**src/rtl/dq_pkg.sv**
```systemverilog
package dq_pkg;
   typedef enum logic [2:0] {
      ST_IDLE, ST_RD0, ST_RD1, ST_RD2, ST_RD3, ST_XFER, ST_WB3, ST_WB0
   } dq_state_e;

   localparam int unsigned OWN_BIT   = 0;
   localparam int unsigned SKIP_BIT  = 2;
   localparam int unsigned IRQ_BIT   = 7;
   localparam int unsigned ZLP_BIT   = 29;
   localparam int unsigned RXCAP_LSB = 16;

   localparam logic [3:0] OFS_INFO0 = 4'h0;
   localparam logic [3:0] OFS_NEXT  = 4'h4;
   localparam logic [3:0] OFS_BUF   = 4'h8;
   localparam logic [3:0] OFS_INFO3 = 4'hC;

   typedef struct packed {
      logic own;
      logic skip;
      logic irq_req;
   } dq_flags_t;
endpackage

```
**src/rtl/dq_len_clip.sv**
```systemverilog
module dq_len_clip #(
   parameter int unsigned LEN_W = 16
) (
   input  logic [LEN_W-1:0] len_in,
   input  logic [LEN_W-1:0] len_max,
   output logic [LEN_W-1:0] len_out
);
   always_comb begin
      if (len_in > len_max) len_out = len_max;
      else                  len_out = len_in;
   end
endmodule

```
**src/rtl/dq_desc_decode.sv**
```systemverilog
module dq_desc_decode
   import dq_pkg::*;
#(
   parameter int unsigned LEN_W = 16,
   parameter bit          IS_RX = 1'b0
) (
   input  logic [31:0]      info0,
   input  logic [31:0]      info3,
   input  logic [LEN_W-1:0] rx_len,
   output dq_flags_t        flags,
   output logic [LEN_W-1:0] req_len,
   output logic             req_zlp,
   output logic [31:0]      wb_info0,
   output logic [31:0]      wb_info3
);
   logic unused_in;
   assign unused_in = ^{info0, info3, rx_len};

   assign flags.own     = info0[OWN_BIT];
   assign flags.skip    = info0[SKIP_BIT];
   assign flags.irq_req = info0[IRQ_BIT];

   always_comb begin
      wb_info0          = info0;
      wb_info0[OWN_BIT] = 1'b0;
   end

   generate
      if (IS_RX) begin : g_rx
         logic [LEN_W-1:0] cap;
         logic [LEN_W-1:0] clipped;
         assign cap = info0[RXCAP_LSB +: LEN_W];
         dq_len_clip #(.LEN_W(LEN_W)) u_clip (
            .len_in (rx_len),
            .len_max(cap),
            .len_out(clipped)
         );
         assign req_len = cap;
         assign req_zlp = 1'b0;
         always_comb begin
            wb_info3              = info3;
            wb_info3[LEN_W-1:0]   = clipped;
         end
      end else begin : g_tx
         assign req_len  = info3[LEN_W-1:0];
         assign req_zlp  = info3[ZLP_BIT];
         assign wb_info3 = info3;
      end
   endgenerate
endmodule

```
**src/rtl/dq_ring_walker.sv**
```systemverilog
module dq_ring_walker
   import dq_pkg::*;
#(
   parameter int unsigned ADDR_W = 32,
   parameter int unsigned LEN_W  = 16,
   parameter bit          IS_RX  = 1'b0
) (
   input  logic              clk,
   input  logic              rst_n,
   input  logic              start,
   input  logic [ADDR_W-1:0] start_addr,
   input  logic              resume,
   output logic              idle,
   output logic              irq,
   output logic              mem_req,
   output logic              mem_we,
   output logic [ADDR_W-1:0] mem_addr,
   output logic [31:0]       mem_wdata,
   input  logic [31:0]       mem_rdata,
   input  logic              mem_ack,
   output logic              xfer_valid,
   output logic [31:0]       xfer_buf,
   output logic [LEN_W-1:0]  xfer_len,
   output logic              xfer_zlp,
   input  logic              xfer_done,
   input  logic [LEN_W-1:0]  xfer_rx_len
);
   localparam dq_state_e AFTER_XFER = IS_RX ? ST_WB3 : ST_WB0;

   generate
      if (ADDR_W < 8 || ADDR_W > 32) begin : g_bad_addr
         $error("dq_ring_walker: ADDR_W must lie in 8..32");
      end
      if (LEN_W < 1 || LEN_W > 16) begin : g_bad_len
         $error("dq_ring_walker: LEN_W must lie in 1..16");
      end
   endgenerate

   dq_state_e         state_q;
   logic [ADDR_W-1:0] cur_q;
   logic [ADDR_W-1:0] next_q;
   logic [31:0]       info0_q;
   logic [31:0]       buf_q;
   logic [31:0]       info3_q;
   logic [LEN_W-1:0]  rxlen_q;
   logic              irq_q;
   logic [3:0]        ofs;

   dq_flags_t        flags;
   logic [LEN_W-1:0] req_len;
   logic             req_zlp;
   logic [31:0]      wb_info0;
   logic [31:0]      wb_info3;

   dq_desc_decode #(.LEN_W(LEN_W), .IS_RX(IS_RX)) u_dec (
      .info0   (info0_q),
      .info3   (info3_q),
      .rx_len  (rxlen_q),
      .flags   (flags),
      .req_len (req_len),
      .req_zlp (req_zlp),
      .wb_info0(wb_info0),
      .wb_info3(wb_info3)
   );

   always_comb begin
      unique case (state_q)
         ST_RD0, ST_WB0: ofs = OFS_INFO0;
         ST_RD1:         ofs = OFS_NEXT;
         ST_RD2:         ofs = OFS_BUF;
         ST_RD3, ST_WB3: ofs = OFS_INFO3;
         default:        ofs = OFS_INFO0;
      endcase
   end

   assign mem_addr   = cur_q + ADDR_W'(ofs);
   assign mem_req    = (state_q == ST_RD0) || (state_q == ST_RD1) ||
                       (state_q == ST_RD2) || (state_q == ST_RD3) ||
                       (state_q == ST_WB3) || (state_q == ST_WB0);
   assign mem_we     = (state_q == ST_WB3) || (state_q == ST_WB0);
   assign mem_wdata  = (state_q == ST_WB3) ? wb_info3 : wb_info0;
   assign xfer_valid = (state_q == ST_XFER);
   assign xfer_buf   = buf_q;
   assign xfer_len   = req_len;
   assign xfer_zlp   = req_zlp;
   assign idle       = (state_q == ST_IDLE);
   assign irq        = irq_q;

   always_ff @(posedge clk or negedge rst_n) begin
      if (!rst_n) begin
         state_q <= ST_IDLE;
         cur_q   <= '0;
         next_q  <= '0;
         info0_q <= '0;
         buf_q   <= '0;
         info3_q <= '0;
         rxlen_q <= '0;
         irq_q   <= 1'b0;
      end else begin
         irq_q <= 1'b0;
         unique case (state_q)
            ST_IDLE: begin
               if (start) begin
                  cur_q   <= start_addr;
                  state_q <= ST_RD0;
               end else if (resume) begin
                  state_q <= ST_RD0;
               end
            end
            ST_RD0: if (mem_ack) begin
               info0_q <= mem_rdata;
               state_q <= mem_rdata[OWN_BIT] ? ST_RD1 : ST_IDLE;
            end
            ST_RD1: if (mem_ack) begin
               next_q <= mem_rdata[ADDR_W-1:0];
               if (flags.skip) begin
                  cur_q   <= mem_rdata[ADDR_W-1:0];
                  state_q <= ST_RD0;
               end else begin
                  state_q <= ST_RD2;
               end
            end
            ST_RD2: if (mem_ack) begin
               buf_q   <= mem_rdata;
               state_q <= ST_RD3;
            end
            ST_RD3: if (mem_ack) begin
               info3_q <= mem_rdata;
               state_q <= ST_XFER;
            end
            ST_XFER: if (xfer_done) begin
               rxlen_q <= xfer_rx_len;
               state_q <= AFTER_XFER;
            end
            ST_WB3: if (mem_ack) begin
               state_q <= ST_WB0;
            end
            ST_WB0: if (mem_ack) begin
               irq_q   <= flags.irq_req;
               cur_q   <= next_q;
               state_q <= ST_RD0;
            end
            default: state_q <= ST_IDLE;
         endcase
      end
   end

   AST_REQ_HOLD: assert property (@(posedge clk) disable iff (!rst_n)
      mem_req && !mem_ack |=> mem_req && $stable(mem_addr) && $stable(mem_we) && $stable(mem_wdata));

   AST_IRQ_PULSE: assert property (@(posedge clk) disable iff (!rst_n)
      irq |=> !irq);

   AST_IDLE_QUIET: assert property (@(posedge clk) disable iff (!rst_n)
      idle |-> !mem_req && !xfer_valid);

   AST_XFER_HOLD: assert property (@(posedge clk) disable iff (!rst_n)
      xfer_valid && !xfer_done |=> xfer_valid && $stable(xfer_buf) && $stable(xfer_len));

   AST_WB0_RELEASE: assert property (@(posedge clk) disable iff (!rst_n)
      mem_req && mem_we && (mem_addr[3:0] == OFS_INFO0) |-> !mem_wdata[OWN_BIT]);

   AST_SKIP_NO_XFER: assert property (@(posedge clk) disable iff (!rst_n)
      mem_req && !mem_we && mem_ack && (mem_addr[3:0] == OFS_NEXT) && flags.skip |=> !xfer_valid && !mem_we);

   generate
      if (!IS_RX) begin : g_tx_chk
         AST_TX_NO_LEN_WB: assert property (@(posedge clk) disable iff (!rst_n)
            mem_req && mem_we |-> mem_addr[3:0] != OFS_INFO3);
      end else begin : g_rx_chk
         AST_RX_NO_ZLP: assert property (@(posedge clk) disable iff (!rst_n)
            xfer_valid |-> !xfer_zlp);
      end
   endgenerate
endmodule

```
**config.mk**
```make
export PLATFORM = sky130hd
export DESIGN_NAME = dq_ring_walker
export DESIGN_NICKNAME = d
export VERILOG_FILES = /design/src/rtl/dq_pkg.sv /design/src/rtl/dq_len_clip.sv /design/src/rtl/dq_desc_decode.sv /design/src/rtl/dq_ring_walker.sv
export SDC_FILE = /design/constraint.sdc
export NUM_CORES = 1
export LEC_CHECK = 0
export ABC_AREA = 1
export ABC_CLOCK_PERIOD_IN_PS = 5400
export CORE_AREA = 5 5 154 112
export CTS_BUF_LIST = sky130_fd_sc_hd__clkbuf_4
export CTS_CLUSTER_DIAMETER = 200
export CTS_CLUSTER_SIZE = 30
export DETAILED_ROUTE_END_ITERATION = 6
export DIE_AREA = 0 0 159 117
export DONT_BUFFER_PORTS = 1
export PLACE_DENSITY = 0.7
export SLEW_MARGIN = 30
export SYNTH_ARGS = -nofsm -noshare
export SYNTH_HDL_FRONTEND = slang
export SYNTH_SLANG_ARGS = --single-unit
```
**constraint.sdc**
```tcl
create_clock -name clk -period 5.4 [get_ports clk]
set_input_delay 0.54 -clock clk [delete_from_list [all_inputs] [get_ports clk]]
set_output_delay 0.54 -clock clk [all_outputs]
set_load 0.01 [all_outputs]
```
# Word level (Yosys, flattened, before mapping)
# Cells that the tools add are included.
dict set report classes {
  add_sub_neg 1
  n_reduce_logical 15
  muxes 21
  n_eq_ne 17
}
# cell n
set op_table {}
lappend op_table {{$mux 32} 5}
lappend op_table {{$pmux 32 s3} 1}
lappend op_table {{$add 32x4->32} 1}
lappend op_table {{$mux 3} 9}
lappend op_table {{$pmux 3 s8} 1}
lappend op_table {{$ne 2x2->1 const B} 8}
lappend op_table {{$eq 3x3->1 const B} 4}
lappend op_table {{$pmux 4 s3} 1}
lappend op_table {{$reduce_and 2->1} 4}
lappend op_table {{$reduce_and 8->1} 1}
lappend op_table {{$eq 3x2->1 const B} 2}
lappend op_table {{$logic_or 1x1->1} 6}
lappend op_table {{$reduce_and 5->1} 1}
lappend op_table {{$mux 2} 2}
lappend op_table {{$eq 3x1->1 const B} 1}
lappend op_table {{$logic_not 3->1} 1}
lappend op_table {{$ne 3x3->1 const B} 1}
lappend op_table {{$reduce_bool 3->1} 1}
lappend op_table {{$mux 1} 2}
lappend op_table {{$ne 2x1->1 const B} 1}
lappend op_table {{$reduce_or 2->1} 1}
dict set report totals {
  in_bits 86
  regBits 164
}

# Longest topological paths before layout
# Gate-level depths: netlist of the first run.
dict set report logic_depth {
  depth_word 6
  depth_mapped 14
}

# Cells and area by module
# A second synthesis of the first run with hierarchy kept.
dict set report hier_totals {
  hier_cells 1189
  area_unflattened_um2 9534.1
}
# module seq_area_each_um2 instances cells_per_inst area_per_inst_um2
set modules_own_cells {}
lappend modules_own_cells {dq_ring_walker 4504.3 1 1104 8899.8}
lappend modules_own_cells {dq_desc_decode 0.0 1 85 634.4}

# Worst setup path before layout of the first run
# OpenSTA, ideal clock, no wires.
dict set report synth_timing {
  path_type {reg2out}
  start {register state_q[0]}
  end {output port mem_addr[14]}
  stages_incl_launch_ff 13
  arrival_ps 2257
  path_slack_ps 2603
  path_cell_list {dfrtp_1 -> buf_6 -> nor2_8 -> nand2_4 -> buf_2 -> nand2_1 -> ha_1 -> inv_1 -> fa_1 -> inv_1 -> nand3_1 -> nor2_1 -> xor2_1}
}
dict set report synth_via {
  elab_chain_cells 4
  elab_cells_between_ends 7
  cone_classes {add/sub (1); eq/ne (4); mux (1); reduce/logical (1)}
}
# element line
set synth_lines {}
lappend synth_lines {{from (decl)} dq_ring_walker.sv:39} ;# dq_state_e state_q;
lappend synth_lines {{from (signal assigned)} dq_ring_walker.sv:112} ;# state_q <= mem_rdata[OWN_BIT] ? ST_RD1 : ST_IDLE;
lappend synth_lines {{$eq 3x3->1} dq_ring_walker.sv:67} ;# unique case (state_q)
lappend synth_lines {{$reduce_or 2->1} dq_ring_walker.sv:67}
lappend synth_lines {{$pmux 4 s3 *} dq_ring_walker.sv:67}
lappend synth_lines {{$add 32x4->32 *} dq_ring_walker.sv:76} ;# assign mem_addr = cur_q + ADDR_W'(ofs);
lappend synth_lines {{to (decl)} dq_ring_walker.sv:17} ;# output logic [ADDR_W-1:0] mem_addr,
# Mark *: on every way between the ends. The rest lies on a longest branch, timed or not.

# Worst setup path after layout of the first run
dict set report layout_timing {
  start {register state_q[2]}
  end {output port mem_addr[14]}
}
# Same word-level chain as after synthesis.

==> results of run 1 <==
==> stage by stage <==
step	utilization	total power, mW	instances	instance area [sq um]
after floorplan	-	3.89	1036	8430
after global placement	0.523	4.12	1175	8240
after detailed placement	0.524	4.19	1175	8250
after CTS	0.545	5.01	1208	8590
after global routing	0.545	5.38	1208	8590
final	0.545	4.97	1208	8590
==> routing by layer <==
layer | GRT usage | vias to the layer above
met4 | 0.0483 | 0
met5 | 0 | -
met3 | 0.0959 | 20
met1 | 0.336 | 3166
met2 | 0.379 | 217
li1 | - | 3180
==> state kept, by name (all words and copies together) (netlist names) <==
register and cells:
cur_q 32, info3_q 32, next_q 32, xfer_buf 32, info0_q 31, state_q 3
irq 1
==> area by class of cell <==
| cell class | count | area, sq um |
|---|---|---|
| Inverter | 68 | 256 |
| Sequential cell | 163 | 4080 |
| Fill cell | 1511 | 7170 |
| Clock buffer | 17 | 128 |
| Tap cell | 205 | 256 |
| Timing Repair Buffer | 4 | 52.6 |
| Clock inverter | 14 | 174 |
| Multi-Input combinational cell | 737 | 3640 |
==> where the power goes <==
| part | leakage (nW) | internal [mW] | total, mW | switching, mW |
|---|---|---|---|---|
| Sequential | 2.05 | 1.77 | 2.34 | 0.568 |
| Combinational | 2.14 | 0.634 | 1.84 | 1.20 |
| Clock | 0.169 | 0.326 | 0.787 | 0.462 |
==> cells in the mapped netlist (all sizes together), types with 7 or more instances <==
cell / number
buf: 53
clkbuf: 15
dfrtp: 163
inv: 67
mux2: 29
nand2: 409
nand3: 79
nand3b: 10
nor2: 57
o21ai: 130
xnor2: 7
xor2: 8
==> cells by family (layout without fill, tap and decap cells) <==
logic type / Yosys count / count (layout) / synth area share
AOI/OAI and AO/OA: 133 / 133 / 0.0808
buffers and inverters: 136 / 103 / 0.0857
and+or+nand+nor: 557 / 557 / 0.285
adders and majority gates: 3 / 3 / 0.00535
xor gates and xnor gates: 15 / 15 / 0.0156
muxes: 29 / 29 / 0.0432
DFF: 163 / 163 / 0.484
==> path summary, 6_finish.rpt <==
check / start / slack (ns) / endpoint
worst max-delay path: state_q[2]$_DFFE_PN0P_ / 1.41 / mem_addr[14]
worst min-delay path: mem_rdata[30] / 0.15 / next_q[30]$_DFFE_PN0P_
worst max register to register: state_q[2]$_DFFE_PN0P_ / 2.65 / cur_q[21]$_DFFE_PN0P_
worst min register to register: next_q[14]$_DFFE_PN0P_ / 0.50 / next_q[14]$_DFFE_PN0P_
max in group asynchronous: rst_n / 4.04 / next_q[15]$_DFFE_PN0P_
min in group asynchronous: rst_n / 0.55 / info3_q[6]$_DFFE_PN0P_
==> repair_timing <==
action	4_1_cts	5_1_grt
setup buffers	0	0
endpoints found under the hold margin	163	0
hold buffers	2	0
==> impl_results.md, run 1 <==
- Layout cells sized above 1: 0.115
- Max-cap violation count: 0
- Wire length on met1: 10100 um
- H-tree levels: 4
- Remaining global-route overflow: 0
- Post-synth cell types: 34
- Row count: 39
- Synth area leaders: dfrtp_1, nand2_1, o21ai_0, nand3_1, inv_1
- Port bufs: 0
- Gr usage total: 0.246
- Peak per-stage delay on the critical path: slightly below 0.6 ns
- Worst r2r path cells: 7
- Syn. warnings: 0
- Die Wd: 159 um
- Setup TNS: 0 ns
- WP buf/inv: 2
- Fmax achieved: ~0.25 GHz
- Rel. slew slack: 0.387
- Worst Setup Start Kind: flip-flop
- Die Height: ~120 um
- WHS Path Cells: 2
- Clk pin slew, worst setup/hold paths: about 0.15 ns
- Max clock buf depth: 2
- Global-route wire length before repair: around 36000 um
- Critical path type: flip-flop to output port
- CTS tree: done
- Fin worst setup slack: around 1.4 ns
- Power Dens Cells: between 500 and 600 nW/um^2
- Worst Tran Pin Value: about 0.92 ns
- Initial antenna violation count: 0
- Initial Util: 0.535
- Drt wl/cell: 18.6 um
- Top cell type's share of synthesized area: 0.484
- Tmin final: roughly 4.0 ns
- CTS buffer count: 17
- Core area: around 16000 sq um
- Sink Count: between 150 and 200
- Critical Path Fanout Max: 35
- Register area share after synthesis: 0.484
- Nets@finish: roughly 1100
- Hold/Removal Path Class: input port to flip-flop
- Cell count after synthesis: slightly above 1000
- Vias: around 6600
- Setup Skew: 0.0295 ns
- Total Routed Length: 22400 um
- Slew Limit Fails: 0
- Minimum hold slack: ~0.15 ns
- Pre-CTS setup slack: about 2.0 ns
- Gpl congestion: 0.850
- Leakage power: 4.35 nW
- RSZ-0062 raised after global routing: no
- Post-synthesis average cell area: 8.13 sq um
- Worst Path Arrival: 3.45 ns
- CP most frequent cell: inv_1
- Worst path required time: approximately 5 ns
- Full die area: between 15000 and 20000 sq um
- Net Count, Synth: ~1100
- Final setup fails: 0
- Largest net degree at the start of global routing: approximately 160
- Max VDD drop: 0.297 mV
- Synth area leader: dfrtp_1
- Prevailing post-synth register cell: dfrtp_1
- Ports: ~200
- Avg Vias per Cell: between 5 and 6
- CTS resizes: 0
- Kind of cell adding the most delay to the critical path: simple AND/OR/NAND/NOR gates
- CTS Root Cell: clkbuf_4
- Highest Signal Layer: met4
- Post-DP HPWL: 15500 um
- WL met2: ~10000 um
- Status: finished clean
- Most common cell after layout, fill and taps aside: nand2_1
- Commonest non-fill, non-tap cells in the layout: nand2_1, dfrtp_1, o21ai_0, nand3_1, inv_1
- Drt pass-1 iters: 5
- Register bit total from synthesis: between 150 and 200
- CP endpoint kind: output port
- Routed wl met3: 2090 um
- Post-synthesis async set-or-reset flop share: 1.00
- P&R area growth vs syn: 1.96%
- Post-route ant nets: 0
- Post-synth EDFFs: 0
- Antenna Cells: 0
- Remaining DRCs: 0
- Critical-path top delay cell: dfrtp_1
- Clk_lat worst skew: 0.57 ns
- Final Hold Fails: 0
- Drt initial violations: between 500 and 600
- Area of the mapped netlist: 8430 sq um
- Critical Path Stages: 10
- Fin crit share: 0.738
- Vias in the first global route: roughly 6300
- Cell Chain, Critical Path: nor2_8 -> nand2_4 -> nand2_1 -> ha_1 -> inv_1 -> fa_1 -> inv_1 -> nand3_1 -> nor2_1 -> xor2_1
No activity file was read; power rests on OpenSTA's default activity.
==> inputs of run 2 (changes only) <==
- ABC_CLOCK_PERIOD_IN_PS: 5400 -> 3340
- PLACE_DENSITY: 0.7 -> 0.72
- clock period: 5.4 -> 3.34 ns (I/O delays scaled with it)
==> impl_results.md, run 2 (synthesis results as in run 1) <==
- Avg Vias per Cell: 5.40 (-0.83%)
- Critical Path Fanout Max: 8 (-77%)
- Failing checks: hold timing
- CTS Root Cell: clkbuf_4
- Clk_lat worst skew: 0.56 ns (about the same)
- Cell Chain, Critical Path: nor2_8 -> nand2_4 -> nand2_1 -> ha_1 -> inv_1 -> fa_2 -> inv_1 -> nand2_1 -> nor2_1 -> xor2_1
- FF-to-FF Start: state_q[1]$_DFFE_PN0P_
- GRT met3 Usage: 0.0847 (-0.0112)
- Most Crowded Layer GR: met2
- Remaining DRCs: 0 (unchanged)
- Vias in the first global route: 6296 (+0.53%)
- Minimum hold slack: -0.562 ns (-0.710 ns)
- Met1 usage: 0.340 (+0.00387)
- Clk pin slew, worst setup/hold paths: 0.15 ns (about the same)
- Finished Core Util: 0.571 (+0.0260)
- Worst Setup Start Kind: flip-flop
- Worst r2r path cells: 9 (+2)
- Filler cells: 1478 (-2.2%)
- RSZ-0062 raised after global routing: no
- Hold Buf Count CTS: 40 (+38)
- Full die area: 18600 sq um (unchanged)
- Total Routed Length: 22900 um (+2.1%)
- Drt pass-1 iters: 5 (unchanged)
- Post-DP HPWL: 15600 um (+0.92%)
- Met2 Use GR: 0.376 (-0.00281)
- Worst r2r dst: cur_q[26]$_DFFE_PN0P_
- Max clock buf depth: 2 (unchanged)
- CP endpoint kind: output port
- Gpl congestion: 0.923 (+8.6%)
- Final instance area: 9000 sq um (+4.8%)
- Final Hold Fails: 163 (+163)
- Commonest non-fill, non-tap cells in the layout: nand2_1, dfrtp_1, o21ai_0, nand3_1, inv_1
- CTS buffer count: 17 (unchanged)
- Power Dens Cells: 878 nW/um^2 (+52%)
- Die Height: 117 um (unchanged)
- Final Total Pwr: 7.91 mW (+59%)
- Remaining global-route overflow: 0 (unchanged)
- Layout cells sized above 1: 0.125 (+0.0106)
- Peak per-stage delay on the critical path: 0.51 ns (-0.08 ns)
- H-tree levels: 4 (unchanged)
- Setup Skew: 0.0267 ns (-0.00282 ns)
- Kind of cell adding the most delay to the critical path: simple AND/OR/NAND/NOR gates
- Largest net degree at the start of global routing: 164 (unchanged)
- Initial antenna violation count: 0 (unchanged)
- Tmin final: about 3.1 ns
- Fin crit share: 0.932
- Hold/Removal Path Class: input port to async pin
- Slew Limit Fails: 0 (unchanged)
- WP buf/inv: 2 (unchanged)
- Final setup fails: 0 (unchanged)
- Multi-input logic area: 3660 sq um (+0.55%)
- Critical path type: flip-flop to output port
- Gr usage total: 0.246 (about the same)
- Status: complete, but fails checks
- R2R Setup Slk: 0.63 ns (-2.02 ns)
- Critical-path top delay cell: dfrtp_2
- DP Area: 8290 sq um (+0.49%)
- Drt wl/cell: 18.2 um (-2.1%)
- Max VDD drop: 0.469 mV (+58%)
- Ports: 204 (unchanged)
- Setup TNS: 0 ns (unchanged)
- Sink Count: 163 (unchanged)
- Post-route ant nets: 0 (unchanged)
- Worst Tran Pin Value: 0.875 ns (-0.0442 ns)
- Worst Path Arrival: 2.78 ns (-0.67 ns)
- Port bufs: 0 (unchanged)
- Core area: 15800 sq um (unchanged)
- Worst Setup SP: state_q[0]$_DFFE_PN0P_
- Fmax achieved: roughly 0.32 GHz
- Worst path required time: 3.01 ns (-1.85 ns)
- Drt initial violations: 567 (+13%)
- Antenna Cells: 0 (unchanged)
- Row count: 39 (unchanged)
- Leakage power: 4.52 nW (+3.8%)
- Nets@finish: 1131 (+4.7%)
- P&R area growth vs syn: 6.83%
- Register area: 4080 sq um (about the same)
- Global-route wire length before repair: 36200 um (+0.63%)
- CTS tree: done
- Die Wd: 159 um (unchanged)
- Most common cell after layout, fill and taps aside: nand2_1
- Vias: 6804 (+3.4%)
- Rel. slew slack: 0.416 (+0.0295)
- Initial Util: 0.535 (unchanged)
- Max-cap violation count: 0 (unchanged)
## run 2: how the worst max path moves through the flow
| stage | to | slack, ns | cells past startpoint |
|---|---|---|---|
| 3_3_place_gp | mem_addr[14] | 0.56 | 10 |
| 6_report | mem_addr[16] | 0.23 | 10 |
| 2_1_floorplan | mem_addr[14] | 0.75 | 12 |
| 3_5_place_dp | mem_addr[14] | 0.52 | 10 |
| 4_1_cts | mem_addr[14] | 0.005 | 10 |
| 5_1_grt | mem_addr[18] | 0.05 | 11 |
## run 2: worst register-to-register path, cell delays in order, from the launching register on
cell,delay [ns]
dfrtp_1,0.57
nand2_4,0.15
buf_4,0.40
clkinv_2,0.34
buf_4,0.32
nand2_1,0.09
nand3_1,0.07
dlygate4sd3_1,0.58
nand2_2,0.07
nand2_1,0.04
## run 2: through the flow
stage / worst slack [ns] / std cells
6_report: 0.228 / 1259
5_1_grt: 0.0513 / 1259
4_1_cts: 0.00489 / 1252
3_5_place_dp: 0.520 / 1181
3_3_place_gp: 0.558 / 1181
2_1_floorplan: 0.749 / 1036
## run 2: power breakdown
| part | internal (mW) | switching [mW] |
|---|---|---|
| sequential | 2.87 | 0.903 |
| combinational | 1.14 | 1.96 |
| clock | 0.321 | 0.706 |
| total | 4.33 | 3.57 |
## run 2: layout make-up
class / count / area share
repair buffers: 55 / 0.0570
flip-flops and latches: 163 / 0.453
clock buffers: 20 / 0.0167
multi-input cells: 737 / 0.407
well taps: 205 / 0.0285
inverters: 68 / 0.0285
clock inverters: 11 / 0.00876
## run 2: per-layer routing
layer | wire length, um | up-vias | part of all wire
met4 | 269 | 0 | 0.012
met3 | 2310 | 21 | 0.10
met2 | 10300 | 280 | 0.45
li1 | - | 3283 | -
met5 | 0 | - | 0
met1 | 10000 | 3220 | 0.44
## run 2: timing repair
action	in CTS	in global routing
resized for setup	2	6
endpoints found under the setup margin	4	7
setup buffers	0	7
gates cloned	0	0
hold endpoints to repair	292	163
